**src/rtl/tmr_pkg.sv**
```systemverilog
package tmr_pkg;
  typedef enum logic [1:0] {
    MODE_IDLE  = 2'b00,
    MODE_EVENT = 2'b01,
    MODE_TIMER = 2'b10,
    MODE_PULSE = 2'b11
  } tmr_mode_e;

  localparam logic [1:0] ADDR_COUNT  = 2'd0;
  localparam logic [1:0] ADDR_RELOAD = 2'd1;
  localparam logic [1:0] ADDR_CTRL   = 2'd2;

  localparam int CTRL_MODE_HI = 7;
  localparam int CTRL_MODE_LO = 6;
  localparam int CTRL_RUN     = 4;
  localparam int CTRL_EDGE    = 3;
  localparam int CTRL_PS_HI   = 2;
endpackage

```
**src/rtl/tmr_pin_sync.sv**
```systemverilog
module tmr_pin_sync #(
  parameter int STAGES = 2
) (
  input  logic clk,
  input  logic rst_n,
  input  logic pin_i,
  output logic lvl_o,
  output logic rise_o,
  output logic fall_o
);
  logic [STAGES-1:0] sh_q, sh_d;
  logic              prev_q;

  always_comb begin
    sh_d = {sh_q[STAGES-2:0], pin_i};
  end

  always_ff @(posedge clk or negedge rst_n) begin
    if (!rst_n) begin
      sh_q   <= '0;
      prev_q <= 1'b0;
    end else begin
      sh_q   <= sh_d;
      prev_q <= sh_q[STAGES-1];
    end
  end

  assign lvl_o  = sh_q[STAGES-1];
  assign rise_o = sh_q[STAGES-1] & ~prev_q;
  assign fall_o = ~sh_q[STAGES-1] & prev_q;
endmodule

```
**src/rtl/tmr_prescaler.sv**
```systemverilog
module tmr_prescaler #(
  parameter int SEL_W = 3
) (
  input  logic             clk,
  input  logic             rst_n,
  input  logic             en_i,
  input  logic [SEL_W-1:0] sel_i,
  output logic             tick_o
);
  localparam int PS_W = (1 << SEL_W) - 1;

  logic [PS_W-1:0] div_q, div_d, mask;

  always_comb begin
    mask   = PS_W'((PS_W+1)'(1) << sel_i) - PS_W'(1);
    tick_o = en_i && ((div_q & mask) == mask);
    div_d  = en_i ? div_q + PS_W'(1) : '0;
  end

  always_ff @(posedge clk or negedge rst_n) begin
    if (!rst_n) div_q <= '0;
    else        div_q <= div_d;
  end
endmodule

```
**src/rtl/tmr_count_unit.sv**
```systemverilog
module tmr_count_unit #(
  parameter int W = 8
) (
  input  logic         clk,
  input  logic         rst_n,
  input  logic         load_en_i,
  input  logic [W-1:0] load_val_i,
  input  logic         inc_en_i,
  input  logic [W-1:0] reload_val_i,
  output logic [W-1:0] cnt_o,
  output logic         wrap_o
);
  logic [W-1:0] cnt_q, cnt_d;
  logic         cnt_en;

  always_comb begin
    wrap_o = inc_en_i && (&cnt_q);
    cnt_en = load_en_i || inc_en_i;
    cnt_d  = cnt_q;
    if (load_en_i)   cnt_d = load_val_i;
    else if (wrap_o) cnt_d = reload_val_i;
    else             cnt_d = cnt_q + W'(1);
  end

  always_ff @(posedge clk or negedge rst_n) begin
    if (!rst_n)      cnt_q <= '0;
    else if (cnt_en) cnt_q <= cnt_d;
  end

  assign cnt_o = cnt_q;
endmodule

```
**src/rtl/tmr_event_core.sv**
```systemverilog
module tmr_event_core
  import tmr_pkg::*;
#(
  parameter int DATA_W      = 8,
  parameter int PS_SEL_W    = 3,
  parameter int SYNC_STAGES = 2
) (
  input  logic              clk,
  input  logic              rst_n,
  input  logic [1:0]        reg_addr,
  input  logic              reg_wr,
  input  logic [DATA_W-1:0] reg_wdata,
  output logic [DATA_W-1:0] reg_rdata,
  input  logic              tmr_pin,
  output logic              irq
);
  logic [DATA_W-1:0] ctrl_q, ctrl_d, pre_q, pre_d, cnt_q;
  logic              irq_q, wrap;
  logic              ctrl_wr, pre_wr, ctrl_en;
  logic              pin_lvl, pin_rise, pin_fall;
  logic              ps_en, ps_tick;
  logic              run, edge_sel, active, sel_edge, pulse_end, inc;
  tmr_mode_e         mode;

  assign mode     = tmr_mode_e'(ctrl_q[CTRL_MODE_HI:CTRL_MODE_LO]);
  assign run      = ctrl_q[CTRL_RUN];
  assign edge_sel = ctrl_q[CTRL_EDGE];
  assign ctrl_wr  = reg_wr && (reg_addr == ADDR_CTRL);
  assign pre_wr   = reg_wr && (reg_addr == ADDR_RELOAD);

  tmr_pin_sync #(.STAGES(SYNC_STAGES)) u_sync (
    .clk(clk), .rst_n(rst_n), .pin_i(tmr_pin),
    .lvl_o(pin_lvl), .rise_o(pin_rise), .fall_o(pin_fall)
  );

  assign ps_en = run && (mode == MODE_TIMER || mode == MODE_PULSE);

  tmr_prescaler #(.SEL_W(PS_SEL_W)) u_ps (
    .clk(clk), .rst_n(rst_n), .en_i(ps_en),
    .sel_i(ctrl_q[PS_SEL_W-1:0]), .tick_o(ps_tick)
  );

  always_comb begin
    sel_edge  = edge_sel ? pin_fall : pin_rise;
    active    = edge_sel ? ~pin_lvl : pin_lvl;
    pulse_end = run && (mode == MODE_PULSE) && (edge_sel ? pin_rise : pin_fall);
    inc       = 1'b0;
    if (run) begin
      unique case (mode)
        MODE_EVENT: inc = sel_edge;
        MODE_TIMER: inc = ps_tick;
        MODE_PULSE: inc = ps_tick && active;
        default:    inc = 1'b0;
      endcase
    end
  end

  tmr_count_unit #(.W(DATA_W)) u_cnt (
    .clk(clk), .rst_n(rst_n),
    .load_en_i(pre_wr && !run), .load_val_i(reg_wdata),
    .inc_en_i(inc), .reload_val_i(pre_q),
    .cnt_o(cnt_q), .wrap_o(wrap)
  );

  always_comb begin
    ctrl_en = ctrl_wr || pulse_end;
    ctrl_d  = ctrl_q;
    if (ctrl_wr)        ctrl_d = reg_wdata;
    else if (pulse_end) ctrl_d[CTRL_RUN] = 1'b0;
    pre_d = reg_wdata;
  end

  always_ff @(posedge clk or negedge rst_n) begin
    if (!rst_n) begin
      ctrl_q <= '0;
      pre_q  <= '0;
      irq_q  <= 1'b0;
    end else begin
      if (ctrl_en) ctrl_q <= ctrl_d;
      if (pre_wr)  pre_q  <= pre_d;
      irq_q <= wrap;
    end
  end

  always_comb begin
    unique case (reg_addr)
      ADDR_COUNT:  reg_rdata = cnt_q;
      ADDR_RELOAD: reg_rdata = pre_q;
      ADDR_CTRL:   reg_rdata = ctrl_q;
      default:     reg_rdata = '0;
    endcase
  end

  assign irq = irq_q;
endmodule

```
**config.mk**
```make
export PLATFORM = sky130hd
export DESIGN_NAME = tmr_event_core
export DESIGN_NICKNAME = d
export VERILOG_FILES = /design/src/rtl/tmr_pkg.sv /design/src/rtl/tmr_pin_sync.sv /design/src/rtl/tmr_prescaler.sv /design/src/rtl/tmr_count_unit.sv /design/src/rtl/tmr_event_core.sv
export SDC_FILE = /design/constraint.sdc
export NUM_CORES = 1
export LEC_CHECK = 0
export ABC_AREA = 1
export BUFFER_PORTS_ARGS = -buffer_cell sky130_fd_sc_hd__buf_2
export CAP_MARGIN = 20
export CORE_MARGIN = 2
export CORE_UTILIZATION = 55
export DETAILED_ROUTE_END_ITERATION = 12
export PLACE_DENSITY = 0.79
export SYNTH_ARGS = -nofsm -noshare
export SYNTH_HDL_FRONTEND = slang
export SYNTH_HIERARCHICAL = 1
export SYNTH_SLANG_ARGS = --single-unit
```
**constraint.sdc**
```tcl
create_clock -name clk -period 2.5 [get_ports clk]
set_clock_uncertainty 0.2 [all_clocks]
set_input_delay 0.5 -clock clk [delete_from_list [all_inputs] [get_ports clk]]
set_output_delay 0.5 -clock clk [all_outputs]
set_load 0.05 [all_outputs]
```
-- Word-level counts from Yosys, hierarchy flattened
Cells that the tools add are included.
- $add $sub $neg: 3
- equal/unequal tests: 6
- shift operators: 1
- multiplexer cells: 11
- bitwise gates (word level): 5
- reductions and logical operators: 18
- operators with widths (kind ; number):
    $pmux W8 S3 ; 1
    $mux W8 ; 2
    $logic_and A1 B1 Y1 ; 9
    $add A8 B1 Y8 const B ; 1
    $reduce_and A8 Y1 ; 1
    $add A7 B1 Y7 const B ; 1
    $and A7 B7 Y7 ; 1
    $eq A7 B7 Y1 ; 1
    $mux W7 ; 1
    $shl A1 B3 Y7 const A ; 1
    $sub A7 B2 Y7 const B ; 1
    $eq A2 B2 Y1 const B ; 3
    $mux W1 ; 6
    $eq A2 B1 Y1 const B ; 2
    $reduce_and A2 Y1 ; 2
    $logic_or A1 B1 Y1 ; 3
    $pmux W1 S3 ; 1
    $and A1 B1 Y1 ; 2
    $logic_not A2 Y1 ; 1
    $not A1 Y1 ; 2
    $reduce_bool A2 Y1 ; 1
    $logic_not A1 Y1 ; 1
- register bits: 35
- input bits: 14
- output and inout port bits: 9

-- Depth between registers and ports, before layout
Gate-level depths: netlist of the first run.
- depth in word-level cells: 11
- depth in mapped cells: 17
- gate-level depth less buffers: 17

-- Modules after synthesis
The synthesis of the first run kept the hierarchy.
- by module, submodules not included (module ; times used ; cells each ; area an instance (um^2) ; seq. area each (um^2)):
    tmr_event_core ; 1 ; 120 ; 958.4 ; 425.4
    tmr_count_unit ; 1 ; 92 ; 639.4 ; 200.2
    tmr_prescaler ; 1 ; 49 ; 379.1 ; 175.2
    tmr_pin_sync ; 1 ; 7 ; 90.1 ; 75.1

-- Least setup slack after synthesis of the first run
Ideal clock, no wire load.
- kind: input-to-output
- from: input port reg_addr[0]
- to: output port reg_rdata[3]
- arrival time: 1.502 ns
- required time: 1.800 ns
- setup slack: 0.298 ns
- stages on the path: 3
- cell sequence: inv_1 -> nand2_2 -> o211ai_1
- longest elaborated chain between the ends: 2
- RTL lines (what ; line ; RTL):
    start, declared ; tmr_event_core.sv:10 ; input logic [1:0] reg_addr,
    $eq A2 B2 Y1, or another cell as far along ; tmr_event_core.sv:86 ; unique case (reg_addr)
    $pmux W8 S3 (*) ; tmr_event_core.sv:86 ;
    end, declared ; tmr_event_core.sv:13 ; output logic [DATA_W-1:0] reg_rdata,
Every way passes the cells marked *; elsewhere a longest branch is shown, timed or not.

-- Worst setup path after layout of the first run
- from: register ctrl_q[7]
- to: register u_cnt.cnt_q[7] (netlist: u_cnt/cnt_o[7])
- longest elaborated chain between the ends: 10
- RTL lines (what ; line ; RTL):
    start, declared ; tmr_event_core.sv:17 ; logic [DATA_W-1:0] ctrl_q, ctrl_d, pre_q, pre_d, cnt_q;
    start signal, assigned ; tmr_event_core.sv:79 ; if (ctrl_en) ctrl_q <= ctrl_d;
    $eq A2 B2 Y1 ; tmr_event_core.sv:36 ; assign ps_en = run && (mode == MODE_TIMER || mode == MODE_PULSE);
    $logic_or A1 B1 Y1 (*) ; tmr_event_core.sv:36 ;
    $logic_and A1 B1 Y1 (*) ; tmr_event_core.sv:36 ;
    named net ps_en ; tmr_event_core.sv:21 ; logic ps_en, ps_tick;
    $logic_and A1 B1 Y1 (*) ; tmr_prescaler.sv:16 ; tick_o = en_i && ((div_q & mask) == mask);
    named net ps_tick ; tmr_event_core.sv:21 ;
    $logic_and A1 B1 Y1 ; tmr_event_core.sv:52 ; MODE_PULSE: inc = ps_tick && active;
    $pmux W1 S3 (*) ; tmr_event_core.sv:49 ; unique case (mode)
    $mux W1 (*) ; tmr_event_core.sv:48 ; if (run) begin
    named net inc ; tmr_event_core.sv:22 ; logic run, edge_sel, active, sel_edge, pulse_end, inc;
    $logic_and A1 B1 Y1 ; tmr_count_unit.sv:17 ; wrap_o = inc_en_i && (&cnt_q);
    $mux W8 ; tmr_count_unit.sv:21 ; else if (wrap_o) cnt_d = reload_val_i;
    $mux W8 ; tmr_count_unit.sv:20 ; if (load_en_i) cnt_d = load_val_i;
    end signal, assigned ; tmr_count_unit.sv:27 ; else if (cnt_en) cnt_q <= cnt_d;
    end, declared ; tmr_count_unit.sv:13 ; logic [W-1:0] cnt_q, cnt_d;
Mark *: on every way through the listed nets, which the timed path passes. The rest lies on a longest branch.
A chain may end at the register's enable or synchronous reset.

==> results of run 1 <==
power by group through the flow:
stage	sequential, mW	combinational [mW]	clock (mW)
after global placement	0.810	0.486	0
after CTS	0.802	0.500	0.461
after floorplan	0.770	0.403	0
after detailed placement	0.812	0.495	0
after global routing	0.820	0.567	0.491
final	0.804	0.502	0.452
flip-flops by register name (all words and copies together), names as in the netlist:
name           cells
u_cnt/cnt_o        8
irq                1
u_ps/div_q         7
u_sync/prev_q      1
u_sync/sh_q        2
ctrl_q             8
pre_q              8
cell usage after synthesis:
library cell | instances | area [um^2]
sky130_fd_sc_hd__a21oi_2 | 2 | 17.52
sky130_fd_sc_hd__nand3b_1 | 3 | 22.52
sky130_fd_sc_hd__inv_1 | 39 | 146.4
sky130_fd_sc_hd__nand3_1 | 25 | 125.1
sky130_fd_sc_hd__nand2_4 | 3 | 33.78
sky130_fd_sc_hd__nor2_1 | 14 | 52.55
sky130_fd_sc_hd__inv_4 | 1 | 6.260
sky130_fd_sc_hd__o21ai_2 | 16 | 140.1
sky130_fd_sc_hd__o21bai_1 | 2 | 15.01
sky130_fd_sc_hd__nand2_2 | 4 | 25.02
sky130_fd_sc_hd__o21ai_1 | 3 | 15.01
sky130_fd_sc_hd__ha_1 | 2 | 25.02
sky130_fd_sc_hd__a21oi_1 | 7 | 35.03
sky130_fd_sc_hd__clkbuf_2 | 1 | 5.000
sky130_fd_sc_hd__nand3_2 | 1 | 10.01
sky130_fd_sc_hd__o211ai_1 | 3 | 22.52
sky130_fd_sc_hd__dfrtp_1 | 35 | 875.8
sky130_fd_sc_hd__nor2_4 | 4 | 45.04
sky130_fd_sc_hd__buf_6 | 2 | 22.52
sky130_fd_sc_hd__o21ai_0 | 4 | 20.02
sky130_fd_sc_hd__nor2_8 | 1 | 20.02
sky130_fd_sc_hd__a22oi_1 | 7 | 52.55
sky130_fd_sc_hd__nand2_1 | 89 | 334.1
cell type report:
class / count / area (um^2) / share of cell area (%)
multi-input cells: 191 / 1017 / 43.50
flip-flops and latches: 35 / 875.8 / 37.45
inverters: 40 / 152.6 / 6.528
repair buffers: 25 / 132.6 / 5.671
clock buffers: 8 / 100.1 / 4.280
well taps: 48 / 60.06 / 2.568
logic make-up (layout without fill, tap and decap cells):
| logic type | Yosys count | count (layout) | synth area share [%] |
|---|---|---|---|
| AND/OR/NAND/NOR | 144 | 145 | 32.32 |
| AO/OA/AOI/OAI | 44 | 44 | 15.37 |
| buffers and inverters | 43 | 73 | 8.717 |
| flip-flops | 35 | 35 | 42.37 |
| adder cells (fa/ha/maj) | 2 | 2 | 1.210 |
what timing repair did:
item / 4_1_cts / 5_1_grt
setup endpoints to repair: 0 / 8
setup buffers: 0 / 0
resized for setup: 0 / 1
layer usage:
metal	wire [um]	vias to the layer above
li1	-	921
met1	2030	838
met2	2122	55
met3	272	9
met4	87	0
met5	0	-
per-stage QoR:
| stage | setup slack (ps) | cell area, um^2 |
|---|---|---|
| after floorplan | 298.2 | 2067 |
| after global placement | 256.4 | 2232 |
| after detailed placement | 184.4 | 2232 |
| after CTS | 165.5 | 2332 |
| after global routing | 18.80 | 2338 |
| final | 249.0 | 2338 |
path summary, 6_finish.rpt:
check	cells past startpoint	slack, ps	end
setup / recovery	17	250	u_cnt/cnt_o[7]
hold / removal	1	80	u_ps/div_q[2]
setup reg to reg	17	250	u_cnt/cnt_o[7]
hold reg to reg	0	150	u_sync/sh_q[1]
max in group asynchronous	1	1530	irq
min in group clk	1	110	u_sync/sh_q[0]
critical path, cell delays in order, from the launching register on:
cell                      delay, ps
sky130_fd_sc_hd__dfrtp_1        410
sky130_fd_sc_hd__nand2_1         80
sky130_fd_sc_hd__inv_2          100
sky130_fd_sc_hd__inv_1           60
sky130_fd_sc_hd__a21oi_1        110
sky130_fd_sc_hd__nand2_1         60
sky130_fd_sc_hd__a21oi_1        120
sky130_fd_sc_hd__nand2_1         60
sky130_fd_sc_hd__inv_1           50
sky130_fd_sc_hd__nand2_1         40
sky130_fd_sc_hd__a21oi_1        190
sky130_fd_sc_hd__inv_1          160
sky130_fd_sc_hd__nor2_4         200
sky130_fd_sc_hd__nand3_1        100
sky130_fd_sc_hd__nand2_1         70
sky130_fd_sc_hd__inv_1           40
sky130_fd_sc_hd__nand2_1         40
sky130_fd_sc_hd__nand2_1         40
==> metrics.json, run 1 <==
{
  "run_status": {"value": "finished clean"},
  "cts_hold_buf": {"value": 0},
  "grt_max_degree": {"value": 36},
  "endpoint_kind": {"value": "register"},
  "setup_tns": {"value": 0, "unit": "ps"},
  "grt_setup_unrepaired": {"value": "no"},
  "floorplan.initialDensity": {"value": 56.89, "unit": "%"},
  "die_w": {"value": 65.31, "unit": "um"},
  "htree_num_levels": {"value": 2},
  "finalCoreUtilization": {"value": 64.36, "unit": "%"},
  "cap_violations": {"value": 0},
  "p_total": {"value": 1.758, "unit": "mW"},
  "synthCells": {"value": 268},
  "combinational_group_share_of_total_power": {"value": 28.6, "unit": "%"},
  "power.switching": {"value": 663.8, "unit": "uW"},
  "clock_insertion_delay_worst_skew": {"value": 300, "unit": "ps"},
  "mostFrequentLayoutCells": {"value": "89 x sky130_fd_sc_hd__nand2_1, 38 x sky130_fd_sc_hd__inv_1, 35 x sky130_fd_sc_hd__dfrtp_1, 25 x sky130_fd_sc_hd__nand3_1, 22 x sky130_fd_sc_hd__buf_2"},
  "synth_seq_area_share": {"value": 42.37, "unit": "%"},
  "antenna_found_initial": {"value": 0},
  "cp_data_required_time": {"value": 2490, "unit": "ps"},
  "worst_ep_arrival_time": {"value": 2240, "unit": "ps"},
  "drv_slew": {"value": 0},
  "antenna_left": {"value": 0},
  "synth.net_count": {"value": 284},
  "postRouteWirelength": {"value": 4.512, "unit": "mm"},
  "worst_hold_slack": {"value": 75.37, "unit": "ps"},
  "mappedNetlistArea": {"value": 0.002067, "unit": "mm^2"},
  "place.detailed.instances": {"value": 338},
  "detail_route.vias_per_cell": {"value": 5.254},
  "filler_cell_count": {"value": 337},
  "layout.nets": {"value": 314},
  "design.die.area": {"value": 0.004265, "unit": "mm^2"},
  "category_of_the_worst_setup_path_launch_point": {"value": "register"},
  "report.final.setup_viol": {"value": 0},
  "critical_path.reg2reg.startpoint": {"value": "ctrl_q[7]"},
  "area_growth_syn_to_layout": {"value": 13.14, "unit": "%"},
  "drt-wirelength-per-cell": {"value": 13.00, "unit": "um"},
  "instances_no_fill": {"value": 347},
  "drt_pass1_iterations": {"value": 4},
  "worst-path-max-fanout": {"value": 7},
  "grtUsageTotal": {"value": 24.08, "unit": "%"},
  "ctsLongestPathBuffers": {"value": 2},
  "worstHoldPathType": {"value": "in -> async"},
  "ys_warn_count": {"value": 6},
  "wire_length_of_the_first_global_routing_pass": {"value": 7.693, "unit": "mm"},
  "hold_viol_final": {"value": 0},
  "detailroute.via_count": {"value": 1823},
  "clock_power_share": {"value": 25.7, "unit": "%"},
  "place.gp.congestion": {"value": 0.9137},
  "drt_iter0_drc": {"value": 133},
  "fmaxAchievable": {"value": 444.2, "unit": "MHz"},
  "boundaryPins": {"value": 23},
  "row_count": {"value": 22},
  "power_density": {"value": 751.8, "unit": "mW/mm^2"},
  "ys_seq_elements": {"value": 35},
  "floorplan.die.height": {"value": 65.31, "unit": "um"},
  "use_met1": {"value": 30.94, "unit": "%"},
  "worst_pin_slew": {"value": 767.6, "unit": "ps"},
  "dpl.hpwl": {"value": 3.267, "unit": "mm"},
  "cts_buffer_count": {"value": 5},
  "path_class": {"value": "reg -> reg"},
  "first_global_vias": {"value": 1676},
  "clk_pin_slew_worst_paths": {"value": 70, "unit": "ps"},
  "p_int": {"value": 1.094, "unit": "mW"},
  "clk_root_buffer_cell": {"value": "sky130_fd_sc_hd__clkbuf_8"},
  "globalRoute.busiestLayer": {"value": "met2"},
  "grt.met3_usage": {"value": 6.164, "unit": "%"},
  "drcViolationCount": {"value": 0},
  "io_buffers": {"value": 22},
  "min_period": {"value": 2251, "unit": "ps"},
  "cts.sinks": {"value": 35},
  "static-leakage-power": {"value": 1.241, "unit": "nW"},
  "final_period_util": {"value": 90.04, "unit": "%"},
  "drive_above_1_share": {"value": 22.07, "unit": "%"},
  "overflow": {"value": 0},
  "tritoncts_clock_tree": {"value": "yes"},
  "leading_cell_type_in_the_layout_fill_and_taps_excluded": {"value": "sky130_fd_sc_hd__nand2_1"},
  "launch_point_of_the_critical_path": {"value": "ctrl_q[7]"},
  "antennaDiodeCount": {"value": 0},
  "power.share.sequential": {"value": 45.7, "unit": "%"},
  "post_synth_num_cell_types": {"value": 23},
  "floorplan.core_area": {"value": 0.003633, "unit": "mm^2"},
  "power.ir.vdd_worst": {"value": 0.4423, "unit": "mV"},
  "avgSynthCellArea": {"value": 7.713, "unit": "um^2"},
  "worst_max_slew_margin_expressed_relative_to_the_limit": {"value": 48.83, "unit": "%"},
  "netSwitchingFraction": {"value": 37.76, "unit": "%"},
  "gr-usage-met2": {"value": 39.03, "unit": "%"}
}
Note: power is estimated with default switching activity, not from simulation.
==> run 2: changes to the inputs <==
--- a/config.mk
+++ b/config.mk
@@ -11,8 +11,10 @@
 export CORE_MARGIN = 2
 export CORE_UTILIZATION = 55
 export DETAILED_ROUTE_END_ITERATION = 12
+export GPL_ROUTABILITY_DRIVEN = 0
 export PLACE_DENSITY = 0.79
 export SYNTH_ARGS = -nofsm -noshare
 export SYNTH_HDL_FRONTEND = slang
 export SYNTH_HIERARCHICAL = 1
 export SYNTH_SLANG_ARGS = --single-unit
+export TNS_END_PERCENT = 30
==> constraint.sdc (replaced) <==
create_clock -name clk -period 2.55 [get_ports clk]
set_clock_uncertainty 0.2 [all_clocks]
set_input_delay 0.51 -clock clk [delete_from_list [all_inputs] [get_ports clk]]
set_output_delay 0.51 -clock clk [all_outputs]
set_load 0.05 [all_outputs]
==> run 2 against run 1 <==
  * Total power grew 2.5%
  * Critical path depth is the same
  * Worst setup slack gained 41 ps
  * Clock power grew 14%
  * Via count grew 1.3%
  * Sequential share of layout area shrank 0.40 points
  * Flip-flop and latch count is the same
  * Hold slack gained 17 ps
  * Sequential power shrank 2%
  * Largest power group unchanged
  * Highest routed layer unchanged
==> metrics.json, run 2 (synthesis gave the netlist of run 1 again) <==
{
  "run_status": {"value": "finished clean"},
  "drt_pass1_iterations": {"value": 4},
  "worst_pin_slew": {"value": 771.5, "unit": "ps"},
  "floorplan.initialDensity": {"value": 56.89, "unit": "%"},
  "first_global_vias": {"value": 1727},
  "worst_max_slew_margin_expressed_relative_to_the_limit": {"value": 48.57, "unit": "%"},
  "dpl.hpwl": {"value": 3.306, "unit": "mm"},
  "design.die.area": {"value": 0.004265, "unit": "mm^2"},
  "finalCoreUtilization": {"value": 65.05, "unit": "%"},
  "min_period": {"value": 2260, "unit": "ps"},
  "cap_violations": {"value": 0},
  "mostFrequentLayoutCells": {"value": "89 x sky130_fd_sc_hd__nand2_1, 38 x sky130_fd_sc_hd__inv_1, 35 x sky130_fd_sc_hd__dfrtp_1, 25 x sky130_fd_sc_hd__nand3_1, 22 x sky130_fd_sc_hd__buf_2"},
  "place_worst_setup_slack": {"value": 222.3, "unit": "ps"},
  "setup_tns": {"value": 0, "unit": "ps"},
  "drt_iter0_drc": {"value": 139},
  "layout.nets": {"value": 315},
  "worst-path-max-fanout": {"value": 7},
  "overflow": {"value": 0},
  "hold_viol_final": {"value": 0},
  "row_count": {"value": 22},
  "area_growth_syn_to_layout": {"value": 14.35, "unit": "%"},
  "post_cts_resize_count": {"value": 0},
  "grt_max_degree": {"value": 36},
  "clock_insertion_delay_worst_skew": {"value": 290, "unit": "ps"},
  "antenna_left": {"value": 0},
  "p_total": {"value": 1.801, "unit": "mW"},
  "power_density": {"value": 762.2, "unit": "mW/mm^2"},
  "power.ir.vdd_worst": {"value": 0.4094, "unit": "mV"},
  "floorplan.core_area": {"value": 0.003633, "unit": "mm^2"},
  "drive_above_1_share": {"value": 22.67, "unit": "%"},
  "fmaxAchievable": {"value": 442.5, "unit": "MHz"},
  "cts_hold_buf": {"value": 0},
  "htree_num_levels": {"value": 2},
  "antennaDiodeCount": {"value": 0},
  "grtUsageTotal": {"value": 24.51, "unit": "%"},
  "boundaryPins": {"value": 23},
  "drt-wirelength-per-cell": {"value": 13.03, "unit": "um"},
  "setup_ws": {"value": 290.1, "unit": "ps"},
  "cts_buffer_count": {"value": 5},
  "tritoncts_clock_tree": {"value": "yes"},
  "io_buffers": {"value": 22},
  "cp_data_required_time": {"value": 2530, "unit": "ps"},
  "clk_root_buffer_cell": {"value": "sky130_fd_sc_hd__clkbuf_8"},
  "worst_ep_arrival_time": {"value": 2240, "unit": "ps"},
  "detail_route.vias_per_cell": {"value": 5.307},
  "grt_setup_unrepaired": {"value": "no"},
  "worstHoldPathType": {"value": "in -> async"},
  "die_w": {"value": 65.31, "unit": "um"},
  "ctsLongestPathBuffers": {"value": 2},
  "floorplan.die.height": {"value": 65.31, "unit": "um"},
  "clk_pin_slew_worst_paths": {"value": 70, "unit": "ps"},
  "antenna_found_initial": {"value": 0},
  "leading_cell_type_in_the_layout_fill_and_taps_excluded": {"value": "sky130_fd_sc_hd__nand2_1"},
  "filler_cell_count": {"value": 342},
  "final_period_util": {"value": 88.62, "unit": "%"},
  "category_of_the_worst_setup_path_launch_point": {"value": "register"},
  "postRouteWirelength": {"value": 4.533, "unit": "mm"},
  "wire_length_of_the_first_global_routing_pass": {"value": 7.928, "unit": "mm"},
  "drcViolationCount": {"value": 0},
  "endpoint_kind": {"value": "register"},
  "detailroute.via_count": {"value": 1847},
  "drv_slew": {"value": 0},
  "cts.sinks": {"value": 35},
  "report.final.setup_viol": {"value": 0},
  "static-leakage-power": {"value": 1.255, "unit": "nW"},
  "path_class": {"value": "reg -> reg"},
  "cts_setup_buffers": {"value": 0}
}
[run 2: cell types whose count changed in the layout (fill, tap and decap cells not counted)]
| cell | delta |
|---|---|
| sky130_fd_sc_hd__buf_4 | +1 |
| sky130_fd_sc_hd__bufinv_16 | +1 |
| sky130_fd_sc_hd__clkbuf_1 | -1 |
| sky130_fd_sc_hd__clkbuf_8 | -1 |
| sky130_fd_sc_hd__clkinv_2 | +1 |
[run 2: routing by layer]
metal	vias to the layer above	track usage (%)	share of wire (%)
met4	0	10.94	2.5
li1	917	-	-
met3	12	4.795	5.7
met2	62	38.78	48
met1	856	32.70	44
met5	-	0	0
[run 2: per-stage QoR]
| step | hold slack [ps] | cells | area [um^2] |
|---|---|---|---|
| final | 92.61 | 348 | 2364 |
| after global routing | 111.3 | 348 | 2364 |
| after CTS | 117.4 | 347 | 2357 |
| after detailed placement | 140.3 | 339 | 2240 |
| after global placement | 134.3 | 339 | 2240 |
| after floorplan | 14.41 | 268 | 2067 |
[run 2: layout make-up]
type / count / area (um^2) / area share [%]
clock buffers: 6 / 82.58 / 3.494
clock inverters: 2 / 35.03 / 1.482
inverters: 40 / 152.6 / 6.458
multi-input cells: 191 / 1017 / 43.04
flip-flops and latches: 35 / 875.8 / 37.06
well taps: 48 / 60.06 / 2.541
repair buffers: 26 / 140.1 / 5.929
[run 2: power breakdown]
group	switching, mW	internal [mW]
registers	0.136	0.653
clock network	0.201	0.316
logic	0.321	0.176
total	0.657	1.14
[run 2: final timing paths]
path	startpoint	to	slack, ps	cells past startpoint
worst min-delay path	rst_n	u_sync/sh_q[0]	90	1
worst max-delay path	ctrl_q[7]	u_cnt/cnt_o[7]	290	17
worst min register to register	u_sync/sh_q[0]	u_sync/sh_q[1]	150	0
min in group clk	tmr_pin	u_sync/sh_q[0]	120	1
worst max register to register	ctrl_q[7]	u_cnt/cnt_o[7]	290	17
max in group asynchronous	rst_n	irq	1560	1
[run 2: critical path, cell delays in order (launching register included)]
cell,delay (ps)
sky130_fd_sc_hd__dfrtp_1,430
sky130_fd_sc_hd__nand2_1,90
sky130_fd_sc_hd__inv_2,100
sky130_fd_sc_hd__inv_1,60
sky130_fd_sc_hd__a21oi_1,110
sky130_fd_sc_hd__nand2_1,60
sky130_fd_sc_hd__a21oi_1,120
sky130_fd_sc_hd__nand2_1,60
sky130_fd_sc_hd__inv_1,50
sky130_fd_sc_hd__nand2_1,50
sky130_fd_sc_hd__a21oi_1,180
sky130_fd_sc_hd__inv_1,150
sky130_fd_sc_hd__nor2_4,190
sky130_fd_sc_hd__nand3_1,100
sky130_fd_sc_hd__nand2_1,60
sky130_fd_sc_hd__inv_1,40
sky130_fd_sc_hd__nand2_1,50
sky130_fd_sc_hd__nand2_1,50
==> run 3: changes to the inputs <==
--- a/config.mk
+++ b/config.mk
@@ -8,6 +8,7 @@
 export ABC_AREA = 1
 export BUFFER_PORTS_ARGS = -buffer_cell sky130_fd_sc_hd__buf_2
 export CAP_MARGIN = 20
+export CORE_ASPECT_RATIO = 0.7
 export CORE_MARGIN = 2
 export CORE_UTILIZATION = 55
 export DETAILED_ROUTE_END_ITERATION = 12
==> run 3 against run 2 <==
  * Sequential share of layout area up 0.75 points
  * Non-clock buffer count is 2 lower
  * Cell count unchanged
  * Die area grew 0.18%
  * Hold slack improved by 6.0 ps
  * Fmax up 0.67%
  * Combinational power is essentially flat
  * Via count shrank 1.5%
  * Final area decreased by 1.9%
  * Wire length is 1.6% higher
  * Global-route usage down 1.2 points
==> metrics.json, run 3 (synthesis gave the netlist of run 1 again) <==
{
  "run_status": {"value": "finished clean"},
  "critical_path.endpoint": {"value": "u_cnt/cnt_o[4]"},
  "detailroute.via_count": {"value": 1820},
  "leading_cell_type_in_the_layout_fill_and_taps_excluded": {"value": "sky130_fd_sc_hd__nand2_1"},
  "io_buffers": {"value": 22},
  "drcViolationCount": {"value": 0},
  "antenna_found_initial": {"value": 0},
  "final_period_util": {"value": 88.03, "unit": "%"},
  "power.ir.vdd_worst": {"value": 0.5145, "unit": "mV"},
  "p_total": {"value": 1.675, "unit": "mW"},
  "power_density": {"value": 721.9, "unit": "mW/mm^2"},
  "static-leakage-power": {"value": 1.226, "unit": "nW"},
  "overflow": {"value": 0},
  "hold_viol_final": {"value": 0},
  "drv_slew": {"value": 0},
  "first_global_vias": {"value": 1680},
  "worst-path-max-fanout": {"value": 7},
  "cts_buffer_count": {"value": 5},
  "clk_root_buffer_cell": {"value": "sky130_fd_sc_hd__clkbuf_8"},
  "reg2reg_setup_slack": {"value": 310, "unit": "ps"},
  "detail_route.vias_per_cell": {"value": 5.230},
  "grtUsageTotal": {"value": 23.32, "unit": "%"},
  "min_period": {"value": 2245, "unit": "ps"},
  "cts_setup_buffers": {"value": 0},
  "launch_point_of_the_critical_path": {"value": "ctrl_q[4]"},
  "cap_violations": {"value": 0},
  "row_count": {"value": 18},
  "worst_ep_arrival_time": {"value": 2270, "unit": "ps"},
  "design.die.area": {"value": 0.004272, "unit": "mm^2"},
  "mostFrequentLayoutCells": {"value": "89 x sky130_fd_sc_hd__nand2_1, 37 x sky130_fd_sc_hd__inv_1, 34 x sky130_fd_sc_hd__dfrtp_1, 25 x sky130_fd_sc_hd__nand3_1, 22 x sky130_fd_sc_hd__buf_2"},
  "grt_max_degree": {"value": 36},
  "postRouteWirelength": {"value": 4.604, "unit": "mm"},
  "drt_pass1_iterations": {"value": 4},
  "tritoncts_clock_tree": {"value": "yes"},
  "boundaryPins": {"value": 23},
  "die_w": {"value": 77.27, "unit": "um"},
  "drt-wirelength-per-cell": {"value": 13.23, "unit": "um"},
  "regToRegEndpoint": {"value": "u_cnt/cnt_o[4]"},
  "worst_pin_slew": {"value": 781.1, "unit": "ps"},
  "floorplan.die.height": {"value": 55.29, "unit": "um"},
  "clock_insertion_delay_worst_skew": {"value": 290, "unit": "ps"},
  "path_class": {"value": "reg -> reg"},
  "floorplan.initialDensity": {"value": 58.09, "unit": "%"},
  "antenna_left": {"value": 0},
  "antennaDiodeCount": {"value": 0},
  "worst_max_slew_margin_expressed_relative_to_the_limit": {"value": 47.93, "unit": "%"},
  "grt_setup_unrepaired": {"value": "no"},
  "setup_tns": {"value": 0, "unit": "ps"},
  "endpoint_kind": {"value": "register"},
  "report.final.setup_viol": {"value": 0},
  "category_of_the_worst_setup_path_launch_point": {"value": "register"},
  "worstHoldPathType": {"value": "in -> async"},
  "area_growth_syn_to_layout": {"value": 12.23, "unit": "%"},
  "cts_hold_buf": {"value": 0},
  "cts.sinks": {"value": 35},
  "worstRegToRegCells": {"value": 16},
  "dpl.hpwl": {"value": 3.380, "unit": "mm"},
  "htree_num_levels": {"value": 2},
  "cp_data_required_time": {"value": 2570, "unit": "ps"},
  "fmaxAchievable": {"value": 445.5, "unit": "MHz"},
  "filler_cell_count": {"value": 330},
  "ctsLongestPathBuffers": {"value": 2},
  "floorplan.core_area": {"value": 0.003558, "unit": "mm^2"},
  "clk_pin_slew_worst_paths": {"value": 70, "unit": "ps"},
  "drt_iter0_drc": {"value": 166},
  "drive_above_1_share": {"value": 22.48, "unit": "%"},
  "critical_path.reg2reg.startpoint": {"value": "ctrl_q[4]"},
  "post_cts_resize_count": {"value": 0},
  "layout.nets": {"value": 313},
  "wire_length_of_the_first_global_routing_pass": {"value": 7.900, "unit": "mm"}
}
-- run 3: area by class of cell --
class	instances	area (um^2)	share of cell area (%)
Tap cell	50	62.56	2.697
Sequential cell	35	877.1	37.81
Inverter	40	152.6	6.580
Timing Repair Buffer	24	125.1	5.394
Multi-Input combinational cell	191	1021	44.01
Clock buffer	7	76.32	3.290
Clock inverter	1	5.005	0.2158
-- run 3: through the flow --
stage	instances	hold slack [ps]	utilization (%)	cell area [um^2]	worst slack (ps)
after floorplan	268	14.41	-	2067	328.2
after global placement	339	135.7	62.59	2227	319.0
after detailed placement	339	139.3	62.59	2227	151.2
after CTS	347	120.3	64.87	2308	119.5
after global routing	348	111.7	65.19	2320	61.60
final	348	98.59	65.19	2320	305.1
-- run 3: per-layer routing --
| layer | wire length, um | global-route usage [%] | vias up | part of all wire, % |
|---|---|---|---|---|
| met5 | 0 | 0 | - | 0 |
| met2 | 1933 | 33.54 | 54 | 42 |
| li1 | - | - | 911 | - |
| met3 | 284 | 5.556 | 9 | 6.2 |
| met4 | 74 | 7.653 | 0 | 1.6 |
| met1 | 2311 | 34.69 | 846 | 50 |
-- run 3: worst min path at each step --
stage | start | end | slack, ps | cells after the start
floorplan | rst_n | ctrl_q[0] | 10 | 0
global placement | u_sync/sh_q[0] | u_sync/sh_q[1] | 140 | 0
detailed placement | u_sync/sh_q[0] | u_sync/sh_q[1] | 140 | 0
CTS | tmr_pin | u_sync/sh_q[0] | 120 | 1
global route | tmr_pin | u_sync/sh_q[0] | 110 | 1
finish | rst_n | u_ps/div_q[4] | 100 | 1
-- run 3: report_power, final --
group | switching (mW) | internal [mW] | leakage, nW | total (mW)
Sequential | 0.134 | 0.653 | 0.445 | 0.788
Clock | 0.199 | 0.192 | 0.0422 | 0.390
Combinational | 0.324 | 0.173 | 0.739 | 0.496
Total | 0.657 | 1.02 | 1.23 | 1.67
-- run 3: critical path: stages (launching register included) --
cell and delay, ps:
sky130_fd_sc_hd__dfrtp_1 410, sky130_fd_sc_hd__nand2_1 80, sky130_fd_sc_hd__inv_2 100, sky130_fd_sc_hd__inv_1 80, sky130_fd_sc_hd__a21oi_1 130, sky130_fd_sc_hd__nand2_1 60, sky130_fd_sc_hd__a21oi_1 130, sky130_fd_sc_hd__nand2_1 70
sky130_fd_sc_hd__inv_1 50, sky130_fd_sc_hd__nand2_1 50, sky130_fd_sc_hd__a21oi_2 160, sky130_fd_sc_hd__inv_2 100, sky130_fd_sc_hd__nor2_2 200, sky130_fd_sc_hd__nand3_1 140, sky130_fd_sc_hd__nand2_1 90, sky130_fd_sc_hd__nand2_1 60
sky130_fd_sc_hd__nand2_1 70
